`src/rtl/hsq_pkg.sv`:
```
package hsq_pkg;

    typedef enum logic [2:0] {
        ST_IDLE = 3'd0,
        ST_SEQ0 = 3'd1,
        ST_SEQ1 = 3'd2,
        ST_SEQ2 = 3'd3,
        ST_SEQ3 = 3'd4
    } hsq_state_e;

    localparam logic [3:0] HOLD_PHASE = 4'b1000;

endpackage

```
`src/rtl/hsq_step_qual.sv`:
```
module hsq_step_qual (
    input  logic clk,
    input  logic rst_n,
    input  logic step_in,
    input  logic sel,
    input  logic wr_en,
    input  logic pwr_ok,
    input  logic busy,
    output logic accept
);
    logic step_prev;

    always_ff @(posedge clk) begin
        if (!rst_n) step_prev <= 1'b0;
        else        step_prev <= step_in;
    end

    // trailing edge of the step pulse, qualified by drive conditions
    always_comb begin
        accept = step_prev && !step_in && sel && !wr_en && pwr_ok && !busy;
    end
endmodule

```
`src/rtl/hsq_phase_map.sv`:
```
module hsq_phase_map
    import hsq_pkg::*;
(
    input  hsq_state_e state,
    input  logic       dir_q,
    output logic [3:0] phase
);
    always_comb begin
        phase = HOLD_PHASE;
        unique case (state)
            ST_IDLE: phase = HOLD_PHASE;
            ST_SEQ0: phase = dir_q ? 4'b0100 : 4'b0001;
            ST_SEQ1: phase = 4'b0010;
            ST_SEQ2: phase = dir_q ? 4'b0001 : 4'b0100;
            ST_SEQ3: phase = HOLD_PHASE;
            default: phase = HOLD_PHASE;
        endcase
    end
endmodule

```
`src/rtl/hsq_hold_timer.sv`:
```
module hsq_hold_timer #(
    parameter int HOLD_TIMEOUT = 35
) (
    input  logic clk,
    input  logic rst_n,
    input  logic tick,
    input  logic restart,
    output logic hold_full
);
    localparam int AW = $clog2(HOLD_TIMEOUT + 1);
    localparam logic [AW-1:0] AGE_LAST = AW'(HOLD_TIMEOUT - 1);

    logic [AW-1:0] age;

    always_ff @(posedge clk) begin
        if (!rst_n) begin
            age       <= '0;
            hold_full <= 1'b0;
        end else if (restart) begin
            age       <= '0;
            hold_full <= 1'b1;
        end else if (tick && hold_full) begin
            if (age == AGE_LAST) begin
                age       <= '0;
                hold_full <= 1'b0;
            end else begin
                age <= age + 1'b1;
            end
        end
    end
endmodule

```
`src/rtl/head_step_seq.sv`:
```
module head_step_seq
    import hsq_pkg::*;
#(
    parameter int PHASE_TICKS  = 6,
    parameter int LAST_TICKS   = 5,
    parameter int HOLD_TIMEOUT = 35
) (
    input  logic       clk,
    input  logic       rst_n,
    input  logic       tick,
    input  logic       step_in,
    input  logic       dir,
    input  logic       sel,
    input  logic       wr_en,
    input  logic       pwr_ok,
    output logic [3:0] phase,
    output logic       busy,
    output logic       wr_allow,
    output logic       hold_full
);
    localparam int MAXD = (PHASE_TICKS > LAST_TICKS) ? PHASE_TICKS : LAST_TICKS;
    localparam int CW   = $clog2(MAXD + 1);
    localparam logic [CW-1:0] PH_END   = CW'(PHASE_TICKS - 1);
    localparam logic [CW-1:0] LAST_END = CW'(LAST_TICKS - 1);

    hsq_state_e    state_q, state_d;
    logic [CW-1:0] dwell_q;
    logic          dir_q;
    logic          accept;
    logic          dwell_done;

    hsq_step_qual u_qual (
        .clk     (clk),
        .rst_n   (rst_n),
        .step_in (step_in),
        .sel     (sel),
        .wr_en   (wr_en),
        .pwr_ok  (pwr_ok),
        .busy    (busy),
        .accept  (accept)
    );

    hsq_hold_timer #(.HOLD_TIMEOUT(HOLD_TIMEOUT)) u_hold (
        .clk       (clk),
        .rst_n     (rst_n),
        .tick      (tick),
        .restart   (accept),
        .hold_full (hold_full)
    );

    hsq_phase_map u_map (
        .state (state_q),
        .dir_q (dir_q),
        .phase (phase)
    );

    always_comb begin
        dwell_done = tick && (dwell_q == ((state_q == ST_SEQ3) ? LAST_END : PH_END));
    end

    // next state
    always_comb begin
        state_d = state_q;
        unique case (state_q)
            ST_IDLE: if (accept)     state_d = ST_SEQ0;
            ST_SEQ0: if (dwell_done) state_d = ST_SEQ1;
            ST_SEQ1: if (dwell_done) state_d = ST_SEQ2;
            ST_SEQ2: if (dwell_done) state_d = ST_SEQ3;
            ST_SEQ3: if (dwell_done) state_d = ST_IDLE;
            default:                 state_d = ST_IDLE;
        endcase
    end

    // state register, dwell counter, latched direction
    always_ff @(posedge clk) begin
        if (!rst_n) begin
            state_q <= ST_IDLE;
            dwell_q <= '0;
            dir_q   <= 1'b0;
        end else begin
            state_q <= state_d;
            if (accept) begin
                dwell_q <= '0;
                dir_q   <= dir;
            end else if (state_q != ST_IDLE && tick) begin
                dwell_q <= dwell_done ? '0 : dwell_q + 1'b1;
            end
        end
    end

    // outputs
    always_comb begin
        busy     = (state_q != ST_IDLE);
        wr_allow = wr_en && !busy;
    end
endmodule

```
`config.mk`:
```
export PLATFORM = sky130hd
export DESIGN_NAME = head_step_seq
export DESIGN_NICKNAME = d
export VERILOG_FILES = /design/src/rtl/hsq_pkg.sv /design/src/rtl/hsq_step_qual.sv /design/src/rtl/hsq_phase_map.sv /design/src/rtl/hsq_hold_timer.sv /design/src/rtl/head_step_seq.sv
export SDC_FILE = /design/constraint.sdc
export NUM_CORES = 1
export LEC_CHECK = 0
export BUFFER_PORTS_ARGS = -buffer_cell sky130_fd_sc_hd__buf_4
export CORE_UTILIZATION = 45
export CTS_BUF_LIST = sky130_fd_sc_hd__clkbuf_2 sky130_fd_sc_hd__clkbuf_4 sky130_fd_sc_hd__clkbuf_8
export DETAILED_ROUTE_END_ITERATION = 10
export GPL_ROUTABILITY_DRIVEN = 1
export PLACE_DENSITY_LB_ADDON = 0.3
export SLEW_MARGIN = 20
export SYNTH_ARGS = -nofsm -noshare
export SYNTH_HDL_FRONTEND = slang
export SYNTH_SLANG_ARGS = --single-unit
```
`constraint.sdc`:
```
create_clock -name clk -period 1.55 [get_ports clk]
set_input_delay 0 -clock clk [delete_from_list [all_inputs] [get_ports clk]]
set_output_delay 0 -clock clk [all_outputs]
set_load 0.005 [all_outputs]
```
==> results.yml, run 1 <==
power:
  seqPwrFrac: 0.572
  power.leakage_nw: 0.432
  switchingPower_w: 0.000147
  clock_power_share: 0.354
  combPwrFrac: 0.074
  ir_worst_vdd_mv: 0.641
  powerDensity_nw_per_um2: 656
  netSwitchingFraction: 0.217
  total_power_w: 0.000679
  intPower_w: 0.000532
synth:
  ys_seq_elements: 15
  ys_seq_area_frac: 0.393
  synth-edff-count: 0
  synth_ff_type: "dfxtp_1"
  synth_area_per_cell_um2: 8.98
  synth_area_um2: 763
  async_reset_ff_frac: 0
  synth_cell_type_count: 35
  ys_warn_count: 0
  synth.net_count: 96
  syn-instance-count: 85
worst_setup_path:
  r2r_slack_ns: 0.05
  path_delay_family: "simple AND/OR/NAND/NOR gates"
  cp-start-kind: "flop"
  path_class: "reg -> reg"
  worst-path-max-fanout: 4
  r2r_end: "state_q[2]"
  crit_path_end_kind: "flop"
  cpMaxStageDelayCell: "dfxtp_4"
  cp.depth: 4
  worstPathArrival_ns: 1.71
  cp-endpoint: "state_q[2]"
  startpoint: "state_q[1]"
  cpPeakStageDelay_ns: 0.37
  cp_num_buf_inv: 0
  cp_cell_sequence: "nor3b_4 -> mux2i_4 -> or3b_1 -> a21oi_1"
  ff2ff_path_depth: 4
  worstPathRequired_ns: 1.76
  r2r_start: "state_q[1]"
timing:
  fmax_ghz: 0.667
  relSlewSlack: 0.789
  clock_skew_ns: 0.00749
  finalCritPeriodShare: 0.968
  rsz0062_at_grt: "true"
  layout_min_cycle_time_ns: 1.50
  hold_violations: 0
  finalSetupViolCount: 0
  worstMarginPinSlew_ns: 0.312
  maxSlewViolCount: 0
finish:
  n_antenna_cell: 0
  area_growth_syn_to_layout_pct: 35.6
  layout-drive-gt1-share: 0.309
  final_cell_area_um2: 1030
  final_cell_mix: "buf_4, dfxtp_1, nor2_1"
  final_common_cell: "buf_4"
  finalNetCount: 122
run:
  drv_cap: 0
clock_tree:
  numCtsBuffers: 3
  clk_pin_slew_ns: 0.09
  cts.sinks: 15
  clockBufferDepth: 2
  clkLatencyLatePin_ns: 0.29
  clockRootBuffer: "clkbuf_4"
  h-tree-depth: 1
  cts_tree: "built"
drt:
  vias: 694
  detailedRoute.firstPassIterationCount: 4
  drtIter0Drc: 9
  drc: 0
  antenna_left: 0
  viasPerCell: 5.51
  wl_per_cell_um: 13.7
  wl_mm: 1.72
grt:
  grt_pass1_wl_mm: 2.62
  grt_max_degree: 9
  grt_pass1_vias: 598
  grt-ovfl-total: 0
  grt_usage: 0.190
  antenna_found_initial: 0
floorplan:
  ios: 15
  initial_core_util: 0.495
  die-area_um2: 1860
  placementRows: 14
  die_h_um: 43.2
  core-area_um2: 1540
  die_x_um: 43.2
status:
  status: "completed"
worst_hold_path:
  hold_class: "in -> reg"
placement:
  port_buffers: 14
  postPlaceCellArea_um2: 921
  gp_congestion: 0.818
  dp_hpwl_mm: 1.17
final cells by class:
class                      count  area (um2)
multi-input combinational     63         477
inverter                       4        15.0
sequential                    15         305
fill                         122         507
timing repair buffer          24         188
tap                           16        20.0
clock buffer                   4        30.0
power by group through the flow:
stage	clock network (W)	registers (W)	logic (W)
floorplan	0	0.000398	0.0000160
global placement	0	0.000399	0.0000400
detailed placement	0	0.000399	0.0000405
CTS	0.000249	0.000390	0.0000465
global route	0.000261	0.000389	0.0000541
finish	0.000240	0.000389	0.0000503
metal layers:
metal	vias to the layer above	global-route usage	share of wire
met5	-	0	0
met4	0	0.0788	0.0099
met3	2	0.0809	0.048
met2	13	0.272	0.51
met1	325	0.250	0.43
li1	354	-	-
worst min-delay path by stage:
stage / from / to / slack, ns / depth (start not counted)
after floorplan: wr_en / wr_allow / 0.11 / 1
after CTS: rst_n / dwell_q[1] / 0.02 / 3
after detailed placement: step_in / u_qual.step_prev / 0.23 / 2
final: rst_n / dwell_q[2] / 0.04 / 3
after global placement: step_in / u_qual.step_prev / 0.22 / 2
after global routing: rst_n / dwell_q[2] / 0.05 / 3
cell usage after synthesis, types with 2 or more instances:
master / n / share of area
nand4_1: 3 / 0.025
and2_1: 3 / 0.025
dfxtp_1: 15 / 0.39
xnor2_1: 2 / 0.023
inv_1: 4 / 0.020
nor3_1: 4 / 0.026
buf_2: 2 / 0.013
xor2_1: 4 / 0.046
nand3_1: 3 / 0.020
a21oi_1: 4 / 0.026
nand2_1: 7 / 0.034
ha_1: 3 / 0.049
nor2_1: 9 / 0.044
state kept, by name (all words and copies together), names as in the netlist:
signal	flops
dir_q	1
u_hold.hold_full	1
u_hold.age	6
dwell_q	3
state_q	3
u_qual.step_prev	1
worst reg2reg max path, cell delays in order (launching register included):
cell     delay, ns
dfxtp_4       0.37
nor3b_4       0.26
mux2i_4       0.31
or3b_1        0.37
a21oi_1       0.13
repair_timing:
action                     4_1_cts  5_1_grt
hold endpoints to repair         2        0
hold buffers                     3        0
buffers inserted                 0        1
resized for setup                0        8
setup endpoints to repair        0       10
cell families (layout without fill, tap and decap cells):
family / count (synthesis) / after routing / synth area share
compound gates: 14 / 14 / 0.134
simple gates: 38 / 38 / 0.285
mux: 2 / 2 / 0.0311
fa+ha+maj: 3 / 3 / 0.0492
flops: 15 / 15 / 0.393
xor+xnor: 6 / 6 / 0.0689
buf+inv: 7 / 32 / 0.0377
metrics by stage:
step	hold WS, ns	cells	worst slack [ns]	util	TNS, ns
detailed placement	0.235	118	0.0496	0.597	0
global placement	0.216	118	0.102	0.597	0
finish	0.0387	126	0.0502	0.671	0
global route	0.0457	126	-0.00377	0.671	-0.00377
floorplan	0.110	85	0.000972	-	0
CTS	0.0245	125	0.0306	0.636	0
Power figures use the tool's default switching activity.
==> run 2: changes to the inputs <==
--- a/config.mk
+++ b/config.mk
@@ -5,9 +5,10 @@
 export SDC_FILE = /design/constraint.sdc
 export NUM_CORES = 1
 export LEC_CHECK = 0
-export BUFFER_PORTS_ARGS = -buffer_cell sky130_fd_sc_hd__buf_4
+export BUFFER_PORTS_ARGS = -buffer_cell sky130_fd_sc_hd__buf_2
 export CORE_UTILIZATION = 45
 export CTS_BUF_LIST = sky130_fd_sc_hd__clkbuf_2 sky130_fd_sc_hd__clkbuf_4 sky130_fd_sc_hd__clkbuf_8
+export CTS_CLUSTER_SIZE = 28
 export DETAILED_ROUTE_END_ITERATION = 10
 export GPL_ROUTABILITY_DRIVEN = 1
 export PLACE_DENSITY_LB_ADDON = 0.3
==> constraint.sdc (replaced) <==
create_clock -name clk -period 1.8 [get_ports clk]
set_input_delay 0 -clock clk [delete_from_list [all_inputs] [get_ports clk]]
set_output_delay 0 -clock clk [all_outputs]
set_load 0.005 [all_outputs]
==> run 2 against run 1 <==
First-iteration DRC count increased to 3.4 times the previous value; clock power fell by 11%; non-clock buffer count shrank 5; worst hold slack better by 0.010 ns; critical endpoint is now state_q[0].
==> results.yml, run 2 (same netlist as run 1, synthesis figures left out) <==
floorplan:
  ios: 15
  die-area_um2: 1860
  initial_core_util: 0.495
  die_x_um: 43.2
  core-area_um2: 1540
  die_h_um: 43.2
  placementRows: 14
finish:
  final_cell_area_um2: 915
  layout-drive-gt1-share: 0.219
  filler_cell_count: 143
  finalNetCount: 117
  reg_top3: "u_hold.age: 6 flops, dwell_q: 3 flops, state_q: 3 flops"
  largest_register_ffs: 6
  final_cell_mix: "dfxtp_1, buf_2, nor2_1"
  final_common_cell: "dfxtp_1"
  n_antenna_cell: 0
  seqCellArea_um2: 300
  multi_input_area_um2: 434
  area_growth_syn_to_layout_pct: 19.8
  regMostFlops: "u_hold.age"
clock_tree:
  clockBufferDepth: 2
  h-tree-depth: 1
  cts_setup_buffers: 0
  cts_tree: "built"
  clkLatencyLatePin_ns: 0.29
  numCtsBuffers: 3
  clockRootBuffer: "clkbuf_4"
  cts.sinks: 15
  clk_pin_slew_ns: 0.09
worst_setup_path:
  crit_path_end_kind: "flop"
  worst-path-max-fanout: 8
  worstPathArrival_ns: 1.85
  r2r_slack_ns: 0.12
  ff2ff_path_depth: 4
  worstPathRequired_ns: 1.98
  cp-start-kind: "flop"
  r2r_end: "state_q[0]"
  r2r_start: "state_q[1]"
  path_class: "reg -> reg"
drt:
  drtIter0Drc: 31
  wl_mm: 1.51
  antenna_left: 0
  detailedRoute.firstPassIterationCount: 4
  wl_per_cell_um: 12.4
  drc: 0
  vias: 658
  viasPerCell: 5.44
worst_hold_path:
  hold_path_end: "dwell_q[0]"
  whs_path_depth: 3
  hp-start: "rst_n"
  hold_class: "in -> reg"
placement:
  gp_congestion: 0.738
  port_buffers: 14
  dp_hpwl_mm: 1.09
  place_ws_ns: 0.139
  postPlaceCellArea_um2: 855
timing:
  worstMarginPinSlew_ns: 0.419
  maxSlewViolCount: 0
  setup_tns_ns: 0
  relSlewSlack: 0.717
  hold_violations: 0
  fin_ws_ns: 0.123
  rsz0062_at_grt: "false"
  layout_min_cycle_time_ns: 1.68
  finalSetupViolCount: 0
  finalCritPeriodShare: 0.931
  clock_skew_ns: 0.000955
  fmax_ghz: 0.596
power:
  powerDensity_nw_per_um2: 638
  switchingPower_w: 0.000131
  combPwrFrac: 0.058
  clock_power_share: 0.366
  seqPwrFrac: 0.576
  power.leakage_nw: 0.394
  intPower_w: 0.000453
  netSwitchingFraction: 0.224
  ir_worst_vdd_mv: 0.429
  total_power_w: 0.000583
grt:
  grt_pass1_wl_mm: 2.50
  grt_usage: 0.185
  antenna_found_initial: 0
  grt_max_degree: 10
  grt-ovfl-total: 0
  grt_pass1_vias: 598
run:
  drv_cap: 0
status:
  status: "completed"
==> run 2: cell count changes in the layout (fill, tap and decap cells not counted), moves of 2 or more <==
cell | previous run | this run
a2111oi_2 | 2 | 0
buf_4 | 21 | 2
dfxtp_1 | 13 | 15
buf_2 | 0 | 14
==> run 2: worst max-delay path: stages (launching register included) <==
cell and delay [ns]:
dfxtp_1 0.40, nor3b_4 0.26, mux2i_2 0.43, a21oi_1 0.12, a2111oi_0 0.36
==> run 2: how the worst max path moves through the flow <==
stage                     startpoint    endpoint  cells past startpoint
after floorplan           state_q[1]  state_q[2]                      5
after global placement    state_q[1]  state_q[2]                      4
after detailed placement  state_q[1]  state_q[0]                      4
after CTS                 state_q[1]  state_q[0]                      4
after global routing      state_q[1]  state_q[0]                      4
final                     state_q[1]  state_q[0]                      4
==> run 2: power groups by stage <==
stage / registers (W) / clock network, W / logic, W
after floorplan: 0.000343 / 0 / 0.0000135
after global placement: 0.000344 / 0 / 0.0000283
after detailed placement: 0.000344 / 0 / 0.0000291
after CTS: 0.000336 / 0.000216 / 0.0000340
after global routing: 0.000336 / 0.000235 / 0.0000376
final: 0.000336 / 0.000213 / 0.0000341
==> run 2: metal layers <==
layer / global-route usage / vias to the layer above / share of wire
met3: 0.0638 / 5 / 0.039
li1: - / 344 / -
met4: 0.115 / 0 / 0.026
met1: 0.254 / 294 / 0.50
met2: 0.245 / 15 / 0.44
met5: 0 / - / 0
==> run 2: what timing repair did <==
item                                   in CTS  in global routing
endpoints found under the hold margin       2                  0
hold buffers                                3                  0
resized for setup                           0                  0
==> run 2: stage by stage <==
| step | utilization | cells | hold WS (ns) |
|---|---|---|---|
| detailed placement | 0.554 | 114 | 0.224 |
| CTS | 0.593 | 121 | 0.0376 |
| global route | 0.593 | 121 | 0.0450 |
| finish | 0.593 | 121 | 0.0491 |
| global placement | 0.554 | 114 | 0.222 |
| floorplan | - | 85 | 0.110 |
==> run 2: layout make-up <==
class | instances | area share
multi-input combinational | 63 | 0.475
sequential | 15 | 0.328
timing repair buffer | 19 | 0.126
clock buffer | 4 | 0.0328
tap | 16 | 0.0219
inverter | 4 | 0.0164
==> run 3: changes to the inputs <==
--- a/config.mk
+++ b/config.mk
@@ -11,7 +11,7 @@
 export CTS_CLUSTER_SIZE = 28
 export DETAILED_ROUTE_END_ITERATION = 10
 export GPL_ROUTABILITY_DRIVEN = 1
-export PLACE_DENSITY_LB_ADDON = 0.3
+export PLACE_DENSITY = 0.67
 export SLEW_MARGIN = 20
 export SYNTH_ARGS = -nofsm -noshare
 export SYNTH_HDL_FRONTEND = slang
==> run 3 against run 2 <==
Combinational power about the same; sequential power about the same; global-route usage down 0.33 points; worst setup slack better by 0.085 ns; critical path type unchanged; largest power group unchanged; highest routed layer unchanged.
==> results.yml, run 3 (same netlist as run 1, synthesis figures left out) <==
status:
  status: "completed"
timing:
  hold_violations: 0
  finalCritPeriodShare: 0.884
  relSlewSlack: 0.758
  fmax_ghz: 0.628
  maxSlewViolCount: 0
  setup_tns_ns: 0
  worstMarginPinSlew_ns: 0.358
  fin_ws_ns: 0.208
  layout_min_cycle_time_ns: 1.59
  clock_skew_ns: 0.00428
  rsz0062_at_grt: "false"
  finalSetupViolCount: 0
worst_setup_path:
  worst-path-max-fanout: 9
  startpoint: "state_q[2]"
  r2r_slack_ns: 0.21
  r2r_end: "state_q[2]"
  path_class: "reg -> reg"
  r2r_start: "state_q[2]"
  cp-start-kind: "flop"
  worstPathRequired_ns: 2.03
  crit_path_end_kind: "flop"
  ff2ff_path_depth: 4
  worstPathArrival_ns: 1.82
power:
  ir_worst_vdd_mv: 0.419
  intPower_w: 0.000434
  clock_power_share: 0.351
  power.leakage_nw: 0.388
  netSwitchingFraction: 0.240
  powerDensity_nw_per_um2: 631
  switchingPower_w: 0.000137
  seqPwrFrac: 0.590
  combPwrFrac: 0.059
worst_hold_path:
  hp-start: "rst_n"
  whs_path_depth: 3
  hold_path_end: "dwell_q[0]"
  hold_class: "in -> reg"
grt:
  grt_pass1_wl_mm: 2.48
  grt-ovfl-total: 0
  antenna_found_initial: 0
  grt_usage: 0.182
  grt_max_degree: 11
  grt_pass1_vias: 610
floorplan:
  initial_core_util: 0.495
  core-area_um2: 1540
  ios: 15
  die_h_um: 43.2
  placementRows: 14
  die-area_um2: 1860
  die_x_um: 43.2
finish:
  regMostFlops: "u_hold.age"
  n_antenna_cell: 0
  largest_register_ffs: 6
  area_growth_syn_to_layout_pct: 18.5
  reg_top3: "u_hold.age: 6 flops, dwell_q: 3 flops, state_q: 3 flops"
  layout-drive-gt1-share: 0.212
  final_common_cell: "dfxtp_1"
  finalNetCount: 116
  final_cell_mix: "dfxtp_1, buf_2, nor2_1"
clock_tree:
  cts_tree: "built"
  cts.sinks: 15
  clk_pin_slew_ns: 0.10
  h-tree-depth: 1
  numCtsBuffers: 3
  clockBufferDepth: 2
  clkLatencyLatePin_ns: 0.29
  clockRootBuffer: "clkbuf_4"
drt:
  wl_per_cell_um: 12.6
  vias: 652
  antenna_left: 0
  detailedRoute.firstPassIterationCount: 4
  wl_mm: 1.52
  viasPerCell: 5.43
  drc: 0
  drtIter0Drc: 6
placement:
  place_ws_ns: 0.225
  dp_hpwl_mm: 1.07
  gp_congestion: 0.743
  port_buffers: 14
run:
  drv_cap: 0
run 3: cell types whose count changed in the layout (fill, tap and decap cells not counted):
cell and delta:
buf_4 -1, clkbuf_4 -1, clkinv_2 +1
run 3: power groups by stage:
stage | combinational [W] | sequential, W | clock, W
detailed placement | 0.0000280 | 0.000344 | 0
floorplan | 0.0000135 | 0.000343 | 0
global route | 0.0000369 | 0.000337 | 0.000217
finish | 0.0000338 | 0.000336 | 0.000200
global placement | 0.0000274 | 0.000344 | 0
CTS | 0.0000330 | 0.000336 | 0.000206
run 3: what timing repair did:
action	4_1_cts	5_1_grt
hold buffers	3	0
gates resized for setup	0	0
setup endpoints to repair	0	0
buffers inserted	0	0
endpoints found under the hold margin	2	0
run 3: metrics by stage:
| step | cells | cell area [um2] | util | power (W) | hold slack (ns) |
|---|---|---|---|---|---|
| after CTS | 120 | 905 | 0.587 | 0.000575 | 0.0318 |
| after detailed placement | 113 | 847 | 0.550 | 0.000372 | 0.229 |
| after global placement | 113 | 847 | 0.550 | 0.000371 | 0.226 |
| after floorplan | 85 | 763 | - | 0.000357 | 0.110 |
| final | 120 | 905 | 0.587 | 0.000571 | 0.0402 |
| after global routing | 120 | 905 | 0.587 | 0.000590 | 0.0587 |
run 3: critical path, stage by stage, from the launching register on:
cell and delay [ns]:
dfxtp_1 0.48, nor3b_4 0.27, mux2i_2 0.27, or3b_1 0.36, a21oi_1 0.14
run 3: worst max path at each step:
stage / endpoint
after floorplan: state_q[2]
after global placement: state_q[2]
after detailed placement: state_q[2]
after CTS: state_q[0]
after global routing: state_q[0]
final: state_q[2]
run 3: routing by layer:
layer / wire length, um / vias to the layer above / share of wire / GRT usage
li1: - / 343 / - / -
met1: 697 / 303 / 0.46 / 0.202
met2: 770 / 4 / 0.51 / 0.322
met3: 30 / 2 / 0.020 / 0.0255
met4: 19 / 0 / 0.013 / 0.109
met5: 0 / - / 0 / 0
run 3: cell type report:
class                   instances  area (um2)
clock buffers                   3        22.5
clock inverters                 1        5.00
fillers                       152         637
inverters                       4        15.0
multi-input cells              63         434
flip-flops and latches         15         300
well taps                      16        20.0
repair buffers                 18         108
